## src/rtl/bgcal_pkg.sv

```systemverilog
package bgcal_pkg;

  typedef enum logic [1:0] {
    SEL_ANALOG = 2'b00,
    SEL_REF    = 2'b01,
    SEL_SHORT  = 2'b10
  } samplerSel_t;

  // strobes from control to datapath
  typedef struct packed {
    logic running;
    logic startSeq;
    logic stepSeq;
    logic stopSeq;
  } seqCtrl_t;

endpackage

```

## src/rtl/bgcal_ctrl.sv

```systemverilog
module bgcal_ctrl
  import bgcal_pkg::*;
#(
  parameter int MODE_W = 3,
  parameter logic [MODE_W-1:0] BG_CODE = 3'b101
) (
  input  logic              clk,
  input  logic              rstN,
  input  logic [MODE_W-1:0] modeCode,
  input  logic              convDone,
  output seqCtrl_t          ctrl
);

  typedef enum logic {ST_IDLE, ST_RUN} ctrlState_t;

  ctrlState_t state;
  logic       modeOk;

  assign modeOk = (modeCode == BG_CODE);

  always_comb begin
    ctrl          = '0;
    ctrl.running  = (state == ST_RUN);
    ctrl.startSeq = (state == ST_IDLE) && convDone && modeOk;
    ctrl.stepSeq  = (state == ST_RUN) && convDone && modeOk;
    ctrl.stopSeq  = (state == ST_RUN) && convDone && !modeOk;
  end

  always_ff @(posedge clk or negedge rstN) begin
    if (!rstN) begin
      state <= ST_IDLE;
    end else if (ctrl.startSeq) begin
      state <= ST_RUN;
    end else if (ctrl.stopSeq) begin
      state <= ST_IDLE;
    end
  end

  // a strobe under a foreign code ends the run
  assert_exit_on_strobe_R8: assert property (@(posedge clk) disable iff (!rstN)
    (state == ST_RUN && convDone && !modeOk) |=> (state == ST_IDLE));

  // idle never leaves without a strobe
  assert_idle_wait_R2: assert property (@(posedge clk) disable iff (!rstN)
    (state == ST_IDLE && !convDone) |=> (state == ST_IDLE));

endmodule

```

## src/rtl/bgcal_datapath.sv

```systemverilog
module bgcal_datapath
  import bgcal_pkg::*;
#(
  parameter int GAIN_SLOTS   = 3,
  parameter int REFILL_SLOTS = 2
) (
  input  logic        clk,
  input  logic        rstN,
  input  seqCtrl_t    ctrl,
  output logic [1:0]  samplerSel,
  output logic        offsetCalStart,
  output logic        gainCalStart,
  output logic        dataReadyN
);

  localparam int PERIOD = 1 + GAIN_SLOTS + REFILL_SLOTS;
  localparam int SLOT_W = $clog2(PERIOD);
  localparam logic [SLOT_W-1:0] LAST_SLOT = SLOT_W'(PERIOD - 1);
  localparam logic [SLOT_W-1:0] GAIN_END  = SLOT_W'(GAIN_SLOTS);

  logic [SLOT_W-1:0] slot;
  logic              primed;
  logic              anyStrobe;
  samplerSel_t       selNext;

  assign anyStrobe = ctrl.startSeq | ctrl.stepSeq | ctrl.stopSeq;

  always_ff @(posedge clk or negedge rstN) begin
    if (!rstN) begin
      slot           <= '0;
      primed         <= 1'b0;
      offsetCalStart <= 1'b0;
      gainCalStart   <= 1'b0;
    end else begin
      offsetCalStart <= 1'b0;
      gainCalStart   <= 1'b0;
      if (ctrl.startSeq) begin
        slot           <= '0;
        primed         <= 1'b0;
        offsetCalStart <= 1'b1;
      end else if (ctrl.stopSeq) begin
        slot   <= '0;
        primed <= 1'b0;
      end else if (ctrl.stepSeq) begin
        if (slot == LAST_SLOT) begin
          slot           <= '0;
          primed         <= 1'b1;
          offsetCalStart <= 1'b1;
        end else begin
          slot <= slot + 1'b1;
          if (slot == '0) gainCalStart <= 1'b1;
        end
      end
    end
  end

  always_comb begin
    if (!ctrl.running)        selNext = SEL_ANALOG;
    else if (slot == '0)      selNext = SEL_SHORT;
    else if (slot <= GAIN_END) selNext = SEL_REF;
    else                      selNext = SEL_ANALOG;
  end

  assign samplerSel = selNext;
  assign dataReadyN = !(ctrl.running && primed && slot == '0);

  // slot state only moves on a strobe
  assert_hold_no_strobe_R7: assert property (@(posedge clk) disable iff (!rstN)
    !anyStrobe |=> ($stable(slot) && $stable(primed)));

  // pulses one clock wide, never together
  assert_offset_width_R9: assert property (@(posedge clk) disable iff (!rstN)
    offsetCalStart |=> !offsetCalStart);
  assert_gain_width_R9: assert property (@(posedge clk) disable iff (!rstN)
    gainCalStart |=> !gainCalStart);
  assert_no_overlap_R9: assert property (@(posedge clk) disable iff (!rstN)
    !(offsetCalStart && gainCalStart));

  // pulses line up with their slot
  assert_offset_slot_R3: assert property (@(posedge clk) disable iff (!rstN)
    offsetCalStart |-> (ctrl.running && slot == '0));
  assert_gain_slot_R4: assert property (@(posedge clk) disable iff (!rstN)
    gainCalStart |-> (ctrl.running && slot == SLOT_W'(1)));

  // valid flag only while input is shorted
  assert_ready_shorted_R6: assert property (@(posedge clk) disable iff (!rstN)
    !dataReadyN |-> (samplerSel == SEL_SHORT));

endmodule

```

## src/rtl/bgcal_seq.sv

```systemverilog
module bgcal_seq
  import bgcal_pkg::*;
#(
  parameter int MODE_W = 3,
  parameter logic [MODE_W-1:0] BG_CODE = 3'b101,
  parameter int GAIN_SLOTS   = 3,
  parameter int REFILL_SLOTS = 2
) (
  input  logic              clk,
  input  logic              rstN,
  input  logic [MODE_W-1:0] modeCode,
  input  logic              convDone,
  output logic [1:0]        samplerSel,
  output logic              offsetCalStart,
  output logic              gainCalStart,
  output logic              dataReadyN,
  output logic              seqActive
);

  seqCtrl_t ctrl;

  bgcal_ctrl #(
    .MODE_W (MODE_W),
    .BG_CODE(BG_CODE)
  ) u_ctrl (
    .clk     (clk),
    .rstN    (rstN),
    .modeCode(modeCode),
    .convDone(convDone),
    .ctrl    (ctrl)
  );

  bgcal_datapath #(
    .GAIN_SLOTS  (GAIN_SLOTS),
    .REFILL_SLOTS(REFILL_SLOTS)
  ) u_datapath (
    .clk           (clk),
    .rstN          (rstN),
    .ctrl          (ctrl),
    .samplerSel    (samplerSel),
    .offsetCalStart(offsetCalStart),
    .gainCalStart  (gainCalStart),
    .dataReadyN    (dataReadyN)
  );

  assign seqActive = ctrl.running;

endmodule

```

## config.mk

```make
export PLATFORM = sky130hd
export DESIGN_NAME = bgcal_seq
export DESIGN_NICKNAME = d
export VERILOG_FILES = /design/src/rtl/bgcal_pkg.sv /design/src/rtl/bgcal_ctrl.sv /design/src/rtl/bgcal_datapath.sv /design/src/rtl/bgcal_seq.sv
export SDC_FILE = /design/constraint.sdc
export NUM_CORES = 1
export LEC_CHECK = 0
export ABC_AREA = 0
export ABC_CLOCK_PERIOD_IN_PS = 1700
export CELL_PAD_IN_SITES_DETAIL_PLACEMENT = 1
export CELL_PAD_IN_SITES_GLOBAL_PLACEMENT = 1
export CORE_AREA = 2 2 39 41
export DETAILED_ROUTE_END_ITERATION = 8
export DIE_AREA = 0 0 41 43
export GPL_ROUTABILITY_DRIVEN = 0
export GPL_TIMING_DRIVEN = 0
export PLACE_DENSITY = 0.64
export SLEW_MARGIN = 40
export SYNTH_ARGS = -nofsm -noshare
export SYNTH_HDL_FRONTEND = slang
export SYNTH_SLANG_ARGS = --single-unit
```

## constraint.sdc

```tcl
create_clock -name clk -period 1.7 [get_ports clk]
set_clock_uncertainty 0.1 [all_clocks]
set_input_delay 0.425 -clock clk [delete_from_list [all_inputs] [get_ports clk]]
set_output_delay 0.425 -clock clk [all_outputs]
set_load 0.02 [all_outputs]
```

Word-level counts from Yosys, hierarchy flattened:

Index checks and enable logic that the tools add are counted.

* bitwise operators: 1
* $add $sub $neg: 1
* mux-type cells: 22
* order comparisons: 1
* equal/unequal tests: 2
* reduce and logical (&&, ||, !) cells: 14

Operator list (number)
* 1-bit 2-to-1 mux: 16
* 3-bit 2-to-1 mux: 4
* 1-bit logical AND: 7
* 3-bit equality test (second input constant): 2
* 3-bit nonzero test: 2
* 2-bit 2-to-1 mux: 2
* 3-bit by 1-bit adder with 3-bit output (second input constant): 1
* 3-bit by 2-bit less-or-equal comparator with 1-bit output (second input constant): 1
* 3-bit logical NOT: 1
* 1-bit logical NOT: 2
* 2-bit AND reduction: 1
* 2-bit nonzero test: 1
* 1-bit NOT: 1

* flip-flop bits (word level): 7
* output and inout bits: 6
* logic and storage cells: 46

Logic depth before layout (Yosys ltp):

* depth after elaboration: 6
* depth in mapped cells: 4
* mapped depth without buffers: 4

By module:

A second synthesis with hierarchy kept.

* cell total of the unflattened synthesis: 39
* area total of the unflattened synthesis: 402.9 um2

Modules (own cells, without submodules)
* bgcal_datapath: area each 320.3 um2, instances 1, cells each 30, sequential area each 150.1 um2
* bgcal_ctrl: area each 82.6 um2, instances 1, cells each 9, sequential area each 25.0 um2

Worst setup path before layout:

OpenSTA, ideal clock, no wires.

* path kind: flip-flop to output port
* start point: reg u_ctrl.state
* end point: out dataReadyN
* data arrival time: 1326 ps
* path slack: -151 ps
* data required time: 1175 ps
* cell stages (with the launch flop): 3
* buffers on the path: 0
* cells stage by stage: dfrtp_1 -> nor4b_2 -> nand2_1

* longest elaborated chain between the ends: 3

RTL lines
* start: declaration: line bgcal_ctrl.sv:16 `ctrlState_t state;`
* start signal: assignment: line bgcal_ctrl.sv:31 `state <= ST_IDLE;`
* start signal: assignment: line bgcal_ctrl.sv:33 `state <= ST_RUN;`
* start signal: assignment: line bgcal_ctrl.sv:35 `state <= ST_IDLE;`
* 1-bit logical AND (2 in series): line bgcal_datapath.sv:65 `assign dataReadyN = !(ctrl.running && primed && slot == '0);`
* 1-bit logical NOT: line bgcal_datapath.sv:65
* end: declaration: line bgcal_seq.sv:16 `output logic dataReadyN,`

Every way passes these cells.

Final worst setup path:

* start point: reg u_datapath.slot[0]
* end point: out samplerSel[0]

* longest elaborated chain between the ends: 4

RTL lines
* start: declaration: line bgcal_datapath.sv:21 `logic [SLOT_W-1:0] slot;`
* start signal: assignment: line bgcal_datapath.sv:50 `slot <= slot + 1'b1;`
* 3-bit by 2-bit less-or-equal comparator with 1-bit output: line bgcal_datapath.sv:60 `else if (slot <= GAIN_END) selNext = SEL_REF;`
* 1-bit 2-to-1 mux: line bgcal_datapath.sv:60
* 2-bit 2-to-1 mux (*): line bgcal_datapath.sv:59 `else if (slot == '0) selNext = SEL_SHORT;`
* 2-bit 2-to-1 mux (*): line bgcal_datapath.sv:58 `if (!ctrl.running) selNext = SEL_ANALOG;`
* end: declaration: line bgcal_seq.sv:13 `output logic [1:0] samplerSel,`

Mark *: on every way between the ends. The rest lies on a longest branch, timed or not.

==> key figures <==
Clock network
  – Clock input transition at the sequential cells of the worst setup and hold paths: 0.06 ns
  – Clock network latency to the later pin of the worst-skew pair: 0.25 ns
  – Max H-tree Level: 1
  – Root Buffer Master: sky130_fd_sc_hd__clkbuf_4
  – Maximum clock insertion buffer count: 2
  – CTS tree: built
  – TritonCTS Buffers: 3
  – Number of sinks handled by clock tree synthesis: 7

Synthesis
  – Adder-cell share of the synthesized area: 0.03390
  – Number of storage elements in the synthesis netlist: 7
  – Xor-xnor portion of the synthesized cell area: 0
  – Complex-gate fraction of the synthesized area: 0.1898
  – Fraction of synthesized area in multiplexers: 0
  – Largest family of logic cells by synthesized area: simple AND/OR/NAND/NOR gates
  – Yosys synthesis warning count: 0
  – Netlist cell types: 18
  – Post-synthesis area per instance: about 11 µm²
  – Share of synthesized area occupied by flip-flops and latches: 0.4746
  – Syn_nets: 42
  – Simple-gate share of the synthesized area: 0.2712
  – Post-synth design cell area: 369.1 µm²
  – Cells after Synth: 35

Drt
  – Final antenna-violating net count: 0
  – First-pass DRT Iterations: 2
  – Number of DRC violations after detailed routing: 0
  – Vias/cell: 4.831
  – DRT iter0 DRCs: 2
  – Final wirelength: 1045 µm
  – Post-DR wirelength/cell: 14.72 µm
  – Vias post-DR: 343

Pwr
  – Power per Cell Area: between 600 and 700 mW/mm²
  – Leakage: 0.0002983 µW
  – Power, Total: 396.7 µW
  – Worst supply voltage drop on vdd: 0.0002056 V

Placement
  – Port Buffer Count: 11
  – Area after DPL: 513.0 µm²

STA
  – Maximum clock frequency: 527.6 MHz
  – RSZ-0062 raised after global routing: yes
  – Fin worst setup slack: -0.1952 ns
  – Transition time at the pin with the least slew margin: 0.3282 ns
  – Final Hold Viols: 0
  – Relative slew slack: 0.7807
  – Fin. max-slew vios: 0
  – Part of the cycle the worst path needs: 1.115
  – Count of final setup violators: 3
  – Post-layout min period: 1.895 ns

Critical path
  – Largest delay contributor family on the critical path: flip-flops
  – Peak per-stage delay on the critical path: 0.45 ns
  – Worst R2R End: u_datapath.slot[2]
  – Critical-path cell with the highest stage delay: sky130_fd_sc_hd__dfrtp_2
  – CP Data Arrival Time: 1.37 ns
  – Critical path depth: 5
  – Worst setup path endpoint: samplerSel[0]
  – Startpoint Class: flop
  – Critical path origin: u_datapath.slot[0]
  – Path type of the worst setup path: flop to output pin
  – Cell-by-cell trace of the critical path: and2_1, ha_1, nor2_1, nor3_2, buf_4
  – Worst reg2reg setup slack: 0.37 ns
  – Reg-to-reg critical path startpoint: u_datapath.slot[1]
  – Crit path required time: ~1.2 ns
  – Path depth of the worst reg2reg path: 4
  – Worst path bufs/invs: 1
  – CP Max Fanout: 5
  – Type of destination of the critical path: output pin

Finish
  – Growth of design area from synthesis to finish: 58.98%
  – Antenna cell count: 0
  – Final net count: 63
  – Final cell area excluding filler cells: 586.8 µm²
  – Layout cells sized above 1: 0.3636
  – Share of the core filled with cells: 0.4241
  – Layout fillers: 161

Die
  – Core outline area: ~0.0014 mm²
  – Starting utilization of the core area: 0.2667
  – Number of top-level pins: 12
  – DIE AREA: about 0.0018 mm²
  – Overall die width: 41 µm
  – Row cnt: 14
  – Vertical die dimension: 43 µm

GRT
  – Antenna violations before repair: 0
  – Global-route congestion overflow total: 0
  – Wire length of the first global-routing pass: approximately 1600 µm
  – Vias in the first global route: 365
  – Pin count of the biggest net entering global routing: 8
  – Gr usage total: 0.1393

Min path
  – Path category of the worst min-delay check: input pin to async pin

Flow run
  – Max Cap Violations: 0

Outcome
  – Result of the run: finished with violations
  – Violations in the final reports: setup timing
[cell usage in the layout (no fill, tap or decap), types with 2 or more instances in the layout]
cell and instances:
sky130_fd_sc_hd__inv_1 3, sky130_fd_sc_hd__buf_4 5, sky130_fd_sc_hd__o2bb2ai_1 2, sky130_fd_sc_hd__dlymetal6s2s_1 2, sky130_fd_sc_hd__nor3_1 2, sky130_fd_sc_hd__nor2_1 4, sky130_fd_sc_hd__nor2b_1 2, sky130_fd_sc_hd__clkdlybuf4s50_1 5
sky130_fd_sc_hd__a31oi_1 2, sky130_fd_sc_hd__dfrtp_1 4, sky130_fd_sc_hd__clkbuf_4 3, sky130_fd_sc_hd__buf_6 2, sky130_fd_sc_hd__dfrtp_2 3
[Yosys cell counts, drive strengths merged]
library cell / number / area share
and2: 1 / 0.017
o21ai: 1 / 0.014
inv: 3 / 0.031
nor4b: 1 / 0.041
nor3: 3 / 0.041
dfrtp: 7 / 0.47
a22o: 1 / 0.024
o2bb2ai: 2 / 0.047
nor2b: 2 / 0.034
nand4b: 2 / 0.088
nand2: 1 / 0.010
a31oi: 2 / 0.034
nor2: 4 / 0.041
a21oi: 2 / 0.027
a21boi: 1 / 0.020
ha: 1 / 0.034
a21o: 1 / 0.024
[worst min path at each step]
stage,startpoint,end,slack (ns),depth (start not counted)
floorplan,rstN,u_ctrl.state,0.03,0
global placement,u_datapath.primed,u_datapath.primed,0.42,1
detailed placement,u_datapath.primed,u_datapath.primed,0.41,1
CTS,rstN,u_datapath.gainCalStart,0.34,1
global route,rstN,u_datapath.gainCalStart,0.34,1
finish,rstN,u_datapath.gainCalStart,0.32,1
[worst register-to-register path, stage by stage (launching register included)]
cell and delay [ns]:
sky130_fd_sc_hd__dfrtp_2 0.44, sky130_fd_sc_hd__buf_4 0.16, sky130_fd_sc_hd__nor2b_1 0.19, sky130_fd_sc_hd__a21oi_1 0.12, sky130_fd_sc_hd__a22o_1 0.21
[registers in the layout, indices dropped and copies added, names as in the netlist]
signal                     flops
u_ctrl.state                   1
u_datapath.gainCalStart        1
u_datapath.offsetCalStart      1
u_datapath.primed              1
u_datapath.slot                3
[through the flow]
step	TNS, ns	hold slack (ns)	setup WS, ns	cells
final	-0.5455	0.3242	-0.1952	71
after global routing	-0.7652	0.3351	-0.2656	71
after CTS	-0.5141	0.3407	-0.1796	70
after detailed placement	-1.494	0.4108	-0.4349	62
after global placement	-1.315	0.4170	-0.4122	62
after floorplan	0	0.02941	0.03912	35
[report_power, final]
group | total, µW | switching [µW] | leakage, µW | internal (µW)
Sequential | 177 | 6.29 | 0.0000919 | 171
Clock | 153 | 67.1 | 0.0000177 | 86.2
Combinational | 66.1 | 31.4 | 0.000189 | 34.7
[final cells by class]
type	count	area, µm²	area share
sequential	7	178.9	0.3049
clock buffer	3	22.52	0.03838
tap	16	20.02	0.03412
clock inverter	1	5.005	0.008529
multi-input combinational	25	200.2	0.3412
timing repair buffer	16	148.9	0.2537
inverter	3	11.26	0.01919
[logic make-up (layout without fill, tap and decap cells)]
family,after synthesis,count (layout)
AO/OA/AOI/OAI,10,10
adder cells (fa/ha/maj),1,1
buffers and inverters,3,23
flip-flops,7,7
AND/OR/NAND/NOR,14,14
[what timing repair did]
item,in CTS,in global routing
resized for setup,20,3
setup buffers,4,1
setup endpoints to repair,4,5
pin swaps,3,1
gates cloned,0,0
hold buffers,0,0
[layer usage]
layer	global-route usage	vias up	wire length, µm
li1	-	167	-
met1	0.1699	165	444
met2	0.2125	9	536
met3	0.01571	2	51
met4	0.1000	0	12
met5	0	-	0
No activity file was read; power rests on OpenSTA's default activity.
